[config.mk]
export PLATFORM = sky130hd
export DESIGN_NAME = irqc_regfile
export DESIGN_NICKNAME = d
export VERILOG_FILES = /design/src/rtl/irqc_pkg.sv /design/src/rtl/irqc_bus_fsm.sv /design/src/rtl/irqc_select.sv /design/src/rtl/irqc_regfile.sv
export SDC_FILE = /design/constraint.sdc
export NUM_CORES = 1
export LEC_CHECK = 0
export CORE_MARGIN = 3
export CORE_UTILIZATION = 25
export DETAILED_ROUTE_END_ITERATION = 8
export MAX_ROUTING_LAYER = met4
export PLACE_DENSITY = 0.45
export SLEW_MARGIN = 20
export SYNTH_ARGS = -nofsm -noshare
export SYNTH_HDL_FRONTEND = slang
export SYNTH_HIERARCHICAL = 1
export SYNTH_SLANG_ARGS = --single-unit
[constraint.sdc]
create_clock -name clk -period 10.7 [get_ports clk]
set_clock_uncertainty 0.2 [all_clocks]
set_input_delay 1.605 -clock clk [delete_from_list [all_inputs] [get_ports clk]]
set_output_delay 1.605 -clock clk [all_outputs]
set_load 0.01 [all_outputs]
[src/rtl/irqc_pkg.sv]
package irqc_pkg;

    typedef enum logic [2:0] {
        ACC_NONE,
        ACC_PRIO,
        ACC_PEND,
        ACC_EN,
        ACC_THR,
        ACC_CLAIM
    } acc_kind_t;

    typedef enum logic {
        BUS_IDLE,
        BUS_RESP
    } bus_state_t;

    function automatic logic in_window(input logic [31:0] a,
                                       input logic [31:0] base,
                                       input logic [31:0] span);
        return (a >= base) && ((a - base) < span);
    endfunction

endpackage

[src/rtl/irqc_bus_fsm.sv]
module irqc_bus_fsm
    import irqc_pkg::*;
(
    input  logic clk,
    input  logic rst_n,
    input  logic req_valid,
    output logic req_ready,
    output logic rsp_valid,
    output logic accept
);

    bus_state_t state_q, state_d;

    always_comb begin
        state_d = state_q;
        unique case (state_q)
            BUS_IDLE: if (req_valid) state_d = BUS_RESP;
            BUS_RESP: state_d = BUS_IDLE;
        endcase
    end

    always_ff @(posedge clk or negedge rst_n) begin
        if (!rst_n) state_q <= BUS_IDLE;
        else        state_q <= state_d;
    end

    always_comb begin
        req_ready = 1'b0;
        rsp_valid = 1'b0;
        unique case (state_q)
            BUS_IDLE: req_ready = 1'b1;
            BUS_RESP: rsp_valid = 1'b1;
        endcase
        accept = req_ready && req_valid;
    end

endmodule

[src/rtl/irqc_select.sv]
module irqc_select #(
    parameter int NUM_SRC = 8,
    parameter int PW      = 3,
    parameter int IDW     = 3
) (
    input  logic [NUM_SRC-1:0]    cand,
    input  logic [NUM_SRC*PW-1:0] prio_flat,
    input  logic [PW-1:0]         thresh,
    output logic [IDW-1:0]        win_id,
    output logic                  win_valid
);

    logic [PW-1:0] best;

    always_comb begin
        best   = thresh;
        win_id = '0;
        for (int i = 1; i < NUM_SRC; i++) begin
            if (cand[i] && (prio_flat[i*PW +: PW] > best)) begin
                best   = prio_flat[i*PW +: PW];
                win_id = IDW'(i);
            end
        end
        win_valid = (win_id != '0);
    end

endmodule

[src/rtl/irqc_regfile.sv]
module irqc_regfile
    import irqc_pkg::*;
#(
    parameter int          NUM_SRC    = 8,
    parameter int          NUM_CTX    = 2,
    parameter int          PRIO_MAX   = 7,
    parameter int          ADDR_W     = 16,
    parameter int unsigned PRIO_BASE  = 32'h0000,
    parameter int unsigned PEND_BASE  = 32'h1000,
    parameter int unsigned EN_BASE    = 32'h2000,
    parameter int unsigned EN_STRIDE  = 32'h0080,
    parameter int unsigned CTX_BASE   = 32'h4000,
    parameter int unsigned CTX_STRIDE = 32'h1000
) (
    input  logic               clk,
    input  logic               rst_n,
    input  logic [NUM_SRC-1:0] src_i,
    input  logic               req_valid,
    input  logic               req_write,
    input  logic [ADDR_W-1:0]  req_addr,
    input  logic [31:0]        req_wdata,
    output logic               req_ready,
    output logic               rsp_valid,
    output logic [31:0]        rsp_rdata,
    output logic [NUM_CTX-1:0] irq_o
);

    localparam int  EN_WORDS = (NUM_SRC + 31) / 32;
    localparam int  PADW     = EN_WORDS * 32;
    localparam int  PW       = (PRIO_MAX < 1) ? 1 : $clog2(PRIO_MAX + 1);
    localparam int  IDW      = (NUM_SRC < 2) ? 1 : $clog2(NUM_SRC);
    localparam int  CW       = (NUM_CTX < 2) ? 1 : $clog2(NUM_CTX);
    localparam int  WW       = (EN_WORDS < 2) ? 1 : $clog2(EN_WORDS);
    localparam bit  WRAP     = (((PRIO_MAX + 1) & PRIO_MAX) == 0);

    logic                acc_go;
    logic [PW-1:0]       prio_q [NUM_SRC];
    logic [PW-1:0]       thr_q  [NUM_CTX];
    logic [NUM_SRC-1:0]  en_q   [NUM_CTX];
    logic [NUM_SRC-1:0]  pend_q, clm_q;
    logic [31:0]         rdata_q;

    logic [NUM_SRC*PW-1:0]         prio_flat;
    logic [NUM_CTX-1:0][IDW-1:0]   win_id;
    logic [NUM_CTX-1:0]            win_valid;

    acc_kind_t    kind;
    logic [31:0]  a, off;
    logic [IDW-1:0] src_sel;
    logic [CW-1:0]  ctx_sel;
    logic [WW-1:0]  word_sel;
    logic [PADW-1:0] pend_pad, en_pad, en_wr;
    logic [31:0]  rd_val;
    logic         val_ok;
    logic [PW-1:0] val_leg;
    logic         claim_go, done_try, done_go;
    logic [IDW-1:0] claim_id, done_id;

    irqc_bus_fsm u_fsm (
        .clk       (clk),
        .rst_n     (rst_n),
        .req_valid (req_valid),
        .req_ready (req_ready),
        .rsp_valid (rsp_valid),
        .accept    (acc_go)
    );

    generate
        for (genvar s = 0; s < NUM_SRC; s++) begin : g_flat
            assign prio_flat[s*PW +: PW] = prio_q[s];
        end
        for (genvar c = 0; c < NUM_CTX; c++) begin : g_ctx
            irqc_select #(.NUM_SRC(NUM_SRC), .PW(PW), .IDW(IDW)) u_sel (
                .cand      (pend_q & en_q[c] & ~clm_q),
                .prio_flat (prio_flat),
                .thresh    (thr_q[c]),
                .win_id    (win_id[c]),
                .win_valid (win_valid[c])
            );
        end
    endgenerate

    assign irq_o     = win_valid;
    assign rsp_rdata = rdata_q;

    // address decode
    always_comb begin
        a        = 32'(req_addr);
        kind     = ACC_NONE;
        off      = '0;
        src_sel  = '0;
        ctx_sel  = '0;
        word_sel = '0;
        if (in_window(a, PRIO_BASE, 32'(NUM_SRC * 4))) begin
            kind    = ACC_PRIO;
            src_sel = IDW'((a - PRIO_BASE) >> 2);
        end else if (in_window(a, PEND_BASE, 32'(EN_WORDS * 4))) begin
            kind     = ACC_PEND;
            word_sel = WW'((a - PEND_BASE) >> 2);
        end else if (in_window(a, EN_BASE, 32'(NUM_CTX) * EN_STRIDE)) begin
            ctx_sel = CW'((a - EN_BASE) / EN_STRIDE);
            off     = ((a - EN_BASE) & (EN_STRIDE - 1)) >> 2;
            if (off < 32'(EN_WORDS)) begin
                kind     = ACC_EN;
                word_sel = WW'(off);
            end
        end else if (in_window(a, CTX_BASE, 32'(NUM_CTX) * CTX_STRIDE)) begin
            ctx_sel = CW'((a - CTX_BASE) / CTX_STRIDE);
            off     = (a - CTX_BASE) & (CTX_STRIDE - 1);
            if (off == 32'd0)      kind = ACC_THR;
            else if (off == 32'd4) kind = ACC_CLAIM;
        end
    end

    // legalisation of priority/threshold values
    always_comb begin
        val_ok  = WRAP || (req_wdata <= 32'(PRIO_MAX));
        val_leg = WRAP ? PW'(req_wdata & 32'(PRIO_MAX)) : PW'(req_wdata);
    end

    always_comb begin
        pend_pad                    = '0;
        pend_pad[NUM_SRC-1:0]       = pend_q;
        en_pad                      = '0;
        en_pad[NUM_SRC-1:0]         = en_q[ctx_sel];
        en_wr                       = en_pad;
        en_wr[int'(word_sel)*32 +: 32] = req_wdata;

        claim_go = acc_go && !req_write && (kind == ACC_CLAIM) && win_valid[ctx_sel];
        claim_id = win_id[ctx_sel];
        done_try = acc_go && req_write && (kind == ACC_CLAIM);
        done_go  = done_try && (req_wdata < 32'(NUM_SRC));
        done_id  = IDW'(req_wdata);

        unique case (kind)
            ACC_PRIO:  rd_val = 32'(prio_q[src_sel]);
            ACC_PEND:  rd_val = pend_pad[int'(word_sel)*32 +: 32];
            ACC_EN:    rd_val = en_pad[int'(word_sel)*32 +: 32];
            ACC_THR:   rd_val = 32'(thr_q[ctx_sel]);
            ACC_CLAIM: rd_val = 32'(win_id[ctx_sel]);
            default:   rd_val = '0;
        endcase
    end

    always_ff @(posedge clk or negedge rst_n) begin
        if (!rst_n) begin
            for (int i = 0; i < NUM_SRC; i++) prio_q[i] <= '0;
            for (int c = 0; c < NUM_CTX; c++) begin
                thr_q[c] <= '0;
                en_q[c]  <= '0;
            end
            pend_q  <= '0;
            clm_q   <= '0;
            rdata_q <= '0;
        end else begin
            if (acc_go) rdata_q <= req_write ? 32'd0 : rd_val;
            if (acc_go && req_write) begin
                if (kind == ACC_PRIO && val_ok) prio_q[src_sel] <= val_leg;
                if (kind == ACC_THR  && val_ok) thr_q[ctx_sel]  <= val_leg;
                if (kind == ACC_EN)             en_q[ctx_sel]   <= en_wr[NUM_SRC-1:0];
            end
            for (int i = 0; i < NUM_SRC; i++) begin
                pend_q[i] <= (i != 0) && src_i[i] && !(claim_go && claim_id == IDW'(i));
                if (claim_go && claim_id == IDW'(i))     clm_q[i] <= 1'b1;
                else if (done_go && done_id == IDW'(i))  clm_q[i] <= 1'b0;
            end
        end
    end

endmodule

Word-level counts from Yosys, hierarchy flattened --
Index checks and enable logic that the tools add are counted.
Word-level totals: bits in registers 94, output and inout port bits 36, logic and storage cells 247
Cells by class: add/subtract/negate cells 4, magnitude comparators 28, equality and inequality tests 20, shifts and indexed selects 4, multiplexer cells 87, bitwise logic cells 8, reduce and logical (&&, ||, !) cells 73
Operators by type and width (number):
- one-hot mux 32 bit (5 select lines) | 1
- 2-to-1 mux 3 bit | 36
- indexed part select 32 x 7 -> 32 bit | 2
- logical AND 1 bit | 49
- > comparator 3 bit | 14
- negator 6 -> 33 bit | 1
- variable shift 32 x 33 -> 32 bit (first input constant) | 1
- indexed part select 32 x 33 -> 32 bit | 1
- AND 8 bit | 4
- bitwise mux 32 bit | 1
- logical NOT 32 bit | 1
- less-than comparator 32 x 14 -> 1 bit (second input constant) | 1
- less-than comparator 32 x 3 -> 1 bit (second input constant) | 1
- less-than comparator 32 x 4 -> 1 bit (second input constant) | 1
- less-than comparator 32 x 9 -> 1 bit (second input constant) | 1
- 2-to-1 mux 32 bit | 1
- 2-to-1 mux 8 bit | 4
- 2-to-1 mux 1 bit | 31
- == test 3 bit (second input constant) | 10
- bitwise mux 24 bit | 1
- == test 3 x 2 -> 1 bit (second input constant) | 6
- subtractor 16 x 13 -> 17 bit (second input constant) | 1
- subtractor 16 x 14 -> 17 bit (second input constant) | 1
- subtractor 16 x 15 -> 17 bit (second input constant) | 1
- 29 further kinds | 53

Depth between registers and ports, before layout --
Gate-level depths: netlist of the first run.
depth in word-level cells 29, gate-level depth with buffers 50, mapped depth without buffers 50

Cells and area by module --
Netlist of the first run, hierarchy kept.
Modules (own cells, without submodules):
- irqc_regfile | instances 1, cells each 344, area an instance 3956.3 um^2, sequential area each 1701.6 um^2
- irqc_select at g_ctx[0].u_sel | instances 1, cells each 143, area an instance 998.5 um^2, sequential area each 0.0 um^2
- irqc_select at g_ctx[1].u_sel | instances 1, cells each 130, area an instance 935.9 um^2, sequential area each 0.0 um^2
- irqc_bus_fsm | instances 1, cells each 3, area an instance 35.0 um^2, sequential area each 25.0 um^2

Worst setup path before layout of the first run --
Ideal clock, no wire load.
kind register to output, from reg prio_q (netlist bit prio_flat[4]), to out irq_o[0], arrival 8.985 ns, slack -0.090 ns, cell stages (with the launch flop) 44, path buffers 0, cells stage by stage dfrtp_1 -> ha_1 -> nor2b_4 -> o31ai_1 -> nor2_1 -> mux2_2 -> ha_1 -> nor2_1 -> a22oi_1 -> a21o_1 -> mux2_2 -> ha_1 -> nor2_1 -> nor2_1 -> a21oi_1 -> o311ai_0 -> o31ai_2 -> o221ai_1 -> [8 not listed] -> or2_2 -> a211oi_1 -> a211oi_1 -> a211o_1 -> o211ai_1 -> o21ai_0 -> ha_1 -> nand3_1 -> nand2_1 -> a21oi_1 -> nand2_1 -> o21a_1 -> ha_1 -> a21o_1 -> a21oi_1 -> o21bai_1 -> or3_4 -> or3_1
RTL lines:
- from (decl) | RTL line irqc_regfile.sv:37 | logic [PW-1:0] prio_q [NUM_SRC];
- from (signal, indexed assignment) | RTL line irqc_regfile.sv:158 | if (kind == ACC_PRIO && val_ok) prio_q[src_sel] <= val_leg;
- to (decl) | RTL line irqc_regfile.sv:25 | output logic [NUM_CTX-1:0] irq_o

==> summary.txt, run 1 <==
Worst-path maximum fanout = 3
Outcome = finished with violations
Worst path slowest cell = dfrtp_1
Largest area contributor in the synthesized netlist = dfrtp_1
Worst Setup Slack, final = -0.348 ns
Largest family of logic cells by synthesized area = simple AND/OR/NAND/NOR gates
Routed Antenna Nets = 0
Clk_lat worst skew = 0.34 ns
Worst setup path class = flop to output pin
Peak VDD IR = 62.2 µV
Yosys reg bits = 69
Pwr Total = 0.000660 W
Synth top cells by count = dfrtp_1 (69), mux2_2 (49), nand2_1 (42)
XOR/XNOR share of the synthesized area = 0.148%
Pwr Density = 78.6 nW/µm²
Area contributors post-synth = dfrtp_1 (29%), mux2_2 (9.3%), ha_1 (6.3%)
Pre-CTS setup slack = -0.848 ns
Ys async rst share = 100%
TritonCTS Buffers = 9
First-pass GRT wire length = 31000 µm
Simple-gate share of the synthesized area = 21.5%
Area fraction in compound gates after synthesis = 18.6%
Final-report setup violation count = 1
Fin. Hold Viols = 0
Setup TNS = -0.348 ns
Ratio of cells with drive above 1 in the final layout = 34.7%
Worst slew pin tran = 0.962 ns
Critical Path RT = 8.90 ns
Clk slew on worst S/H paths = 0.06 ns
HPWL after DPL = 15300 µm
Most frequent CP cell = buf_4
CTS H-tree depth = 3
Pre-antenna DRT Iters = 4
GRT overflow = 0
Worst hold margin = 0.289 ns
RSZ-0062 raised after global routing = true
Vias after detailed routing = 5643
Sink Count = 69
Yosys cell types = 89
Avg Cell Area, Syn = 9.56 µm²
DR DRC count = 0
Final Slew Violations = 0
Hold crit path type = flop to flop
Routed WL per cell = 18.2 µm
Mux share of post-synthesis cell area = 16.7%
Max stage delay on crit path = 0.43 ns
Cell count after synthesis = 620
Post-synthesis adder-cell area fraction = 6.86%
Ports = 96
Period minus WS final = 11.05 ns
Tot GR Track Use = 15.7%
Buf/Inv on CP = 11
Slew HR = 35.7%
CP startpoint kind = flop
Achievable Freq = 90.5 MHz
First DRT Iteration DRCs = 292
Final Wtd Congestion = 0.834
Die width = 160 µm
Number of synthesized flops with an enable pin = 0
Leakage Power = 3.60 nW
I/O Buffers = 70
Register area share after synthesis = 29.1%
Layout area overhead = 41.6%
DIE AREA = 25600 µm²
Worst EP arrival = 9.24 ns
Filler Cells Inserted = 2301
Worst setup EP type = output pin
Synth Warn # = 6
Synthesized cell area = 5930 µm²
Count leader, synth = dfrtp_1
Initial Util = 25.8%
Clock buffer depth = 2
Initial antenna violation count = 0
Die height = 160 µm
Drt via density = 5.06
# Max-Cap Violations = 0
CTS Root Cell = clkbuf_16
Core area = 23000 µm²
CP delay by family, top = compound AO/OA/AOI/OAI gates
Failing checks = negative setup slack
Fin util = 36.5%
Yosys top cell area share = 29.1%
Largest net degree at the start of global routing = 70
Drt total wl = 20300 µm
Row Count = 55
Final nets = 888
Top_reg_cell synth = dfrtp_1
Crit share post-route = 103%
TritonCTS clock tree = built
Vias in the first global route = 5731
[cell families after synthesis]
family                     Yosys count
and+or+nand+nor                    215
buffers and inverters               77
DFF                                 69
muxes                               79
adders and majority gates           33
AOI/OAI and AO/OA                  145
other                                1
xor gates and xnor gates             1
[path summary, 6_finish.rpt]
kind,slack [ns],cells after the start,from,endpoint
max,-0.35,48,prio_flat[4],irq_o[0]
min,0.29,1,clm_q[4],clm_q[4]
min reg2reg,0.29,1,clm_q[4],clm_q[4]
max in group asynchronous,8.42,2,rst_n,prio_flat[10]
min in group asynchronous,1.27,2,rst_n,clm_q[4]
max reg2reg,0.83,52,prio_flat[4],clm_q[7]
[where the power goes]
group	leakage, nW	switching [W]	internal (W)
Clock	0.162	0.000112	0.000225
Sequential	0.947	0.00000122	0.000263
Combinational	2.49	0.0000311	0.0000268
[state kept, by name (all words and copies together) (netlist names)]
name / flops
prio_flat: 24
thr_q: 6
rsp_rdata: 8
pend_q: 7
u_fsm/state_q: 1
en_q: 16
clm_q: 7
[what timing repair did]
item / in CTS / in global routing
gates resized for setup: 49 / 37
setup endpoints to repair: 2 / 2
pin swaps: 30 / 37
hold buffers: 0 / 0
setup buffers: 30 / 12
[through the flow]
step	std cells	area, µm²
final	1116	8390
after global routing	1115	8390
after CTS	1103	8090
after detailed placement	1058	7370
after global placement	1058	7370
after floorplan	643	6020
[per-layer routing]
metal	global-route usage, %	vias up	routed length, µm
met5	-	-	0
met4	3.91	0	233
met3	1.45	20	653
met2	25.7	154	9640
met1	21.1	2817	9750
li1	-	2652	-
[layout by cell type, fill, tap and decap left out, types with 7 or more instances in the layout]
cell / netlist / final
o21ai_0: 26 / 20
nand2_1: 42 / 41
nor3_1: 7 / 7
o21a_1: 9 / 9
dfrtp_1: 69 / 69
conb_1: 1 / 24
a21boi_0: 7 / 7
ha_4: 0 / 12
mux2_4: 9 / 15
nand2b_1: 7 / 7
nand4_1: 11 / 11
mux2i_1: 14 / 13
inv_1: 35 / 33
clkbuf_16: 0 / 9
clkdlybuf4s50_1: 0 / 67
mux2_2: 49 / 43
nor2_1: 35 / 28
a21o_1: 9 / 9
and3b_1: 14 / 14
ha_1: 30 / 17
nor4_1: 9 / 9
a21oi_1: 18 / 13
buf_4: 24 / 112
a32oi_1: 7 / 7
nand3_1: 21 / 18
nor2b_1: 13 / 11
nand3b_1: 7 / 7
[cell type report]
cell class | count | area, µm² | share of cell area [%]
clock inverter | 5 | 100 | 1.19
sequential | 69 | 1730 | 20.6
inverter | 36 | 135 | 1.61
multi-input combinational | 497 | 4240 | 50.5
tap | 313 | 392 | 4.67
antenna | 1 | 2.50 | 0.0298
timing repair buffer | 185 | 1570 | 18.7
clock buffer | 10 | 229 | 2.73
No activity file was read; power rests on OpenSTA's default activity.
==> run 2: changes to the inputs <==
--- a/config.mk
+++ b/config.mk
@@ -6,10 +6,11 @@
 export NUM_CORES = 1
 export LEC_CHECK = 0
 export CORE_MARGIN = 3
-export CORE_UTILIZATION = 25
+export CORE_UTILIZATION = 59
 export DETAILED_ROUTE_END_ITERATION = 8
+export DONT_BUFFER_PORTS = 1
 export MAX_ROUTING_LAYER = met4
-export PLACE_DENSITY = 0.45
+export PLACE_DENSITY = 0.78
 export SLEW_MARGIN = 20
 export SYNTH_ARGS = -nofsm -noshare
 export SYNTH_HDL_FRONTEND = slang
==> run 2 against run 1 <==
  * Worst setup slack got worse by 0.045 ns
  * The flow still finishes with violations (negative setup slack)
  * Highest routed layer unchanged
  * Wire length fell by 10%
  * Largest cell class unchanged
  * Register-to-register slack got worse by 0.52 ns
  * Critical path depth fell by 3
  * Clock-buffer cell count fell by 1
  * Largest power group is now sequential cells
==> summary.txt, run 2 (same netlist as run 1, synthesis figures left out) <==
First-pass GRT wire length = 27900 µm
Routed WL per cell = 22.0 µm
Worst R2R Start = prio_flat[4]
Number of flip-flops in the largest register = 24
Outcome = finished with violations
CP startpoint kind = flop
Most frequent CP cell = ha_4
Pre-antenna DRT Iters = 8
Final nets = 783
Largest net degree at the start of global routing = 70
Inserted Diodes = 0
Vias in the first global route = 5352
Clock buffer depth = 2
Crit path from = thr_q[4]
HPWL after DPL = 12300 µm
Period minus WS final = 11.09 ns
Final-report setup violation count = 1
Pwr Density = 74.9 nW/µm²
Crit share post-route = 104%
DIE AREA = 11300 µm²
Worst setup path class = flop to output pin
Initial antenna violation count = 0
Sink Count = 69
Worst path slowest cell = dfrtp_1
Slew HR = 40.5%
Area post-placement = 6110 µm²
Worst slew pin tran = 0.891 ns
Die height = 106 µm
Initial Util = 62.4%
Core area = 9500 µm²
Worst r2r path cells = 55
R2R Path End = rsp_rdata[1]
Worst-path maximum fanout = 3
First DRT Iteration DRCs = 429
Achievable Freq = 90.2 MHz
Clk_lat worst skew = 0.36 ns
Most frequent cells in the layout = buf_4 (78), dfrtp_1 (68), mux2_2 (43), nand2_1 (40), inv_1 (32)
Multi-input gate area = 4210 µm²
Row Count = 35
Critical Path End = irq_o[0]
Final Slew Violations = 0
Die width = 106 µm
Worst Setup Slack, final = -0.392 ns
Pre-CTS setup slack = -0.208 ns
Peak VDD IR = 71.9 µV
Final Wtd Congestion = 0.926
I/O Buffers = 0
CTS H-tree depth = 3
Ratio of cells with drive above 1 in the final layout = 34.8%
Worst setup EP type = output pin
Filler Cells Inserted = 671
Drt via density = 6.76
Clk slew on worst S/H paths = 0.08 ns
Hold crit path type = flop to flop
RSZ-0062 raised after global routing = true
Routed Antenna Nets = 0
Commonest non-fill, non-tap cell in the layout = buf_4
DR DRC count = 0
Critical Path RT = 8.90 ns
Register area = 1730 µm²
R2R Setup Slk = 0.31 ns
Fin. Hold Viols = 0
Final instance area = 7070 µm²
HP Start = en_q[0]
# Max-Cap Violations = 0
GRT overflow = 0
Layout area overhead = 19.3%
CTS Root Cell = clkbuf_8
Ports = 96
Tot GR Track Use = 32.2%
Vias after detailed routing = 5594
Drt total wl = 18200 µm
Worst EP arrival = 9.29 ns
Max stage delay on crit path = 0.39 ns
TritonCTS Buffers = 9
TritonCTS clock tree = built
Leakage Power = 3.07 nW
Failing checks = negative setup slack
==> run 2: changes by cell type in the layout (fill, tap and decap cells not counted), moves of 3 or more <==
| cell | change |
|---|---|
| inv_6 | +4 |
| clkbuf_8 | +9 |
| buf_4 | -34 |
| ha_2 | +3 |
| clkdlybuf4s50_1 | -67 |
| o21ai_1 | +3 |
| clkbuf_16 | -9 |
==> run 2: worst min path at each step <==
stage,depth (start not counted),endpoint
after floorplan,1,clm_q[4]
after global placement,1,clm_q[4]
after detailed placement,1,clm_q[5]
after CTS,1,prio_flat[0]
after global routing,1,clm_q[7]
final,1,en_q[0]
==> run 2: timing repair <==
item	CTS	global route
setup endpoints to repair	2	18
pin swaps	31	35
hold buffers	0	0
setup buffers	34	17
endpoints found under the hold margin	0	0
resized for setup	43	32
==> run 2: final cells by class <==
class / count / area share (%)
Clock inverter: 7 / 1.45
Multi-Input combinational cell: 497 / 59.6
Clock buffer: 9 / 1.75
Sequential cell: 69 / 24.4
Inverter: 36 / 1.91
Timing Repair Buffer: 80 / 8.60
Tap cell: 129 / 2.28
==> run 2: stage by stage <==
step           util [%]  hold slack (ns)  TNS [ns]  power (W)  cells
2_1_floorplan         -            0.257         0   0.000296    643
3_3_place_gp       64.3            0.275   -0.0715   0.000287    760
3_5_place_dp       64.3            0.299    -0.208   0.000287    760
4_1_cts            71.6            0.323   -0.0683   0.000531    810
5_1_grt            74.4            0.341     -1.25   0.000545    827
6_report           74.4            0.326    -0.392   0.000529    827
==> run 2: power by group <==
| part | leakage [nW] | switching, W | total, W | internal (W) |
|---|---|---|---|---|
| sequential | 0.945 | 0.00000157 | 0.000264 | 0.000262 |
| combinational | 2.02 | 0.0000118 | 0.0000191 | 0.00000734 |
| clock | 0.111 | 0.000112 | 0.000246 | 0.000134 |
==> run 2: routing by layer <==
layer | wire [µm] | vias up | GRT usage (%)
li1 | - | 2437 | -
met1 | 6930 | 2705 | 39.5
met2 | 8550 | 382 | 51.2
met3 | 1920 | 70 | 6.98
met4 | 821 | 0 | 14.2
met5 | 0 | - | -
==> run 2: critical path: cells and delay by family, from the launching register on <==
family,cells,cell delay [ns]
DFF,1,0.39
AOI/OAI and AO/OA,21,3.86
adders and majority gates,7,1.68
muxes,3,1.00
and+or+nand+nor,12,1.78
buffers and inverters,2,0.25
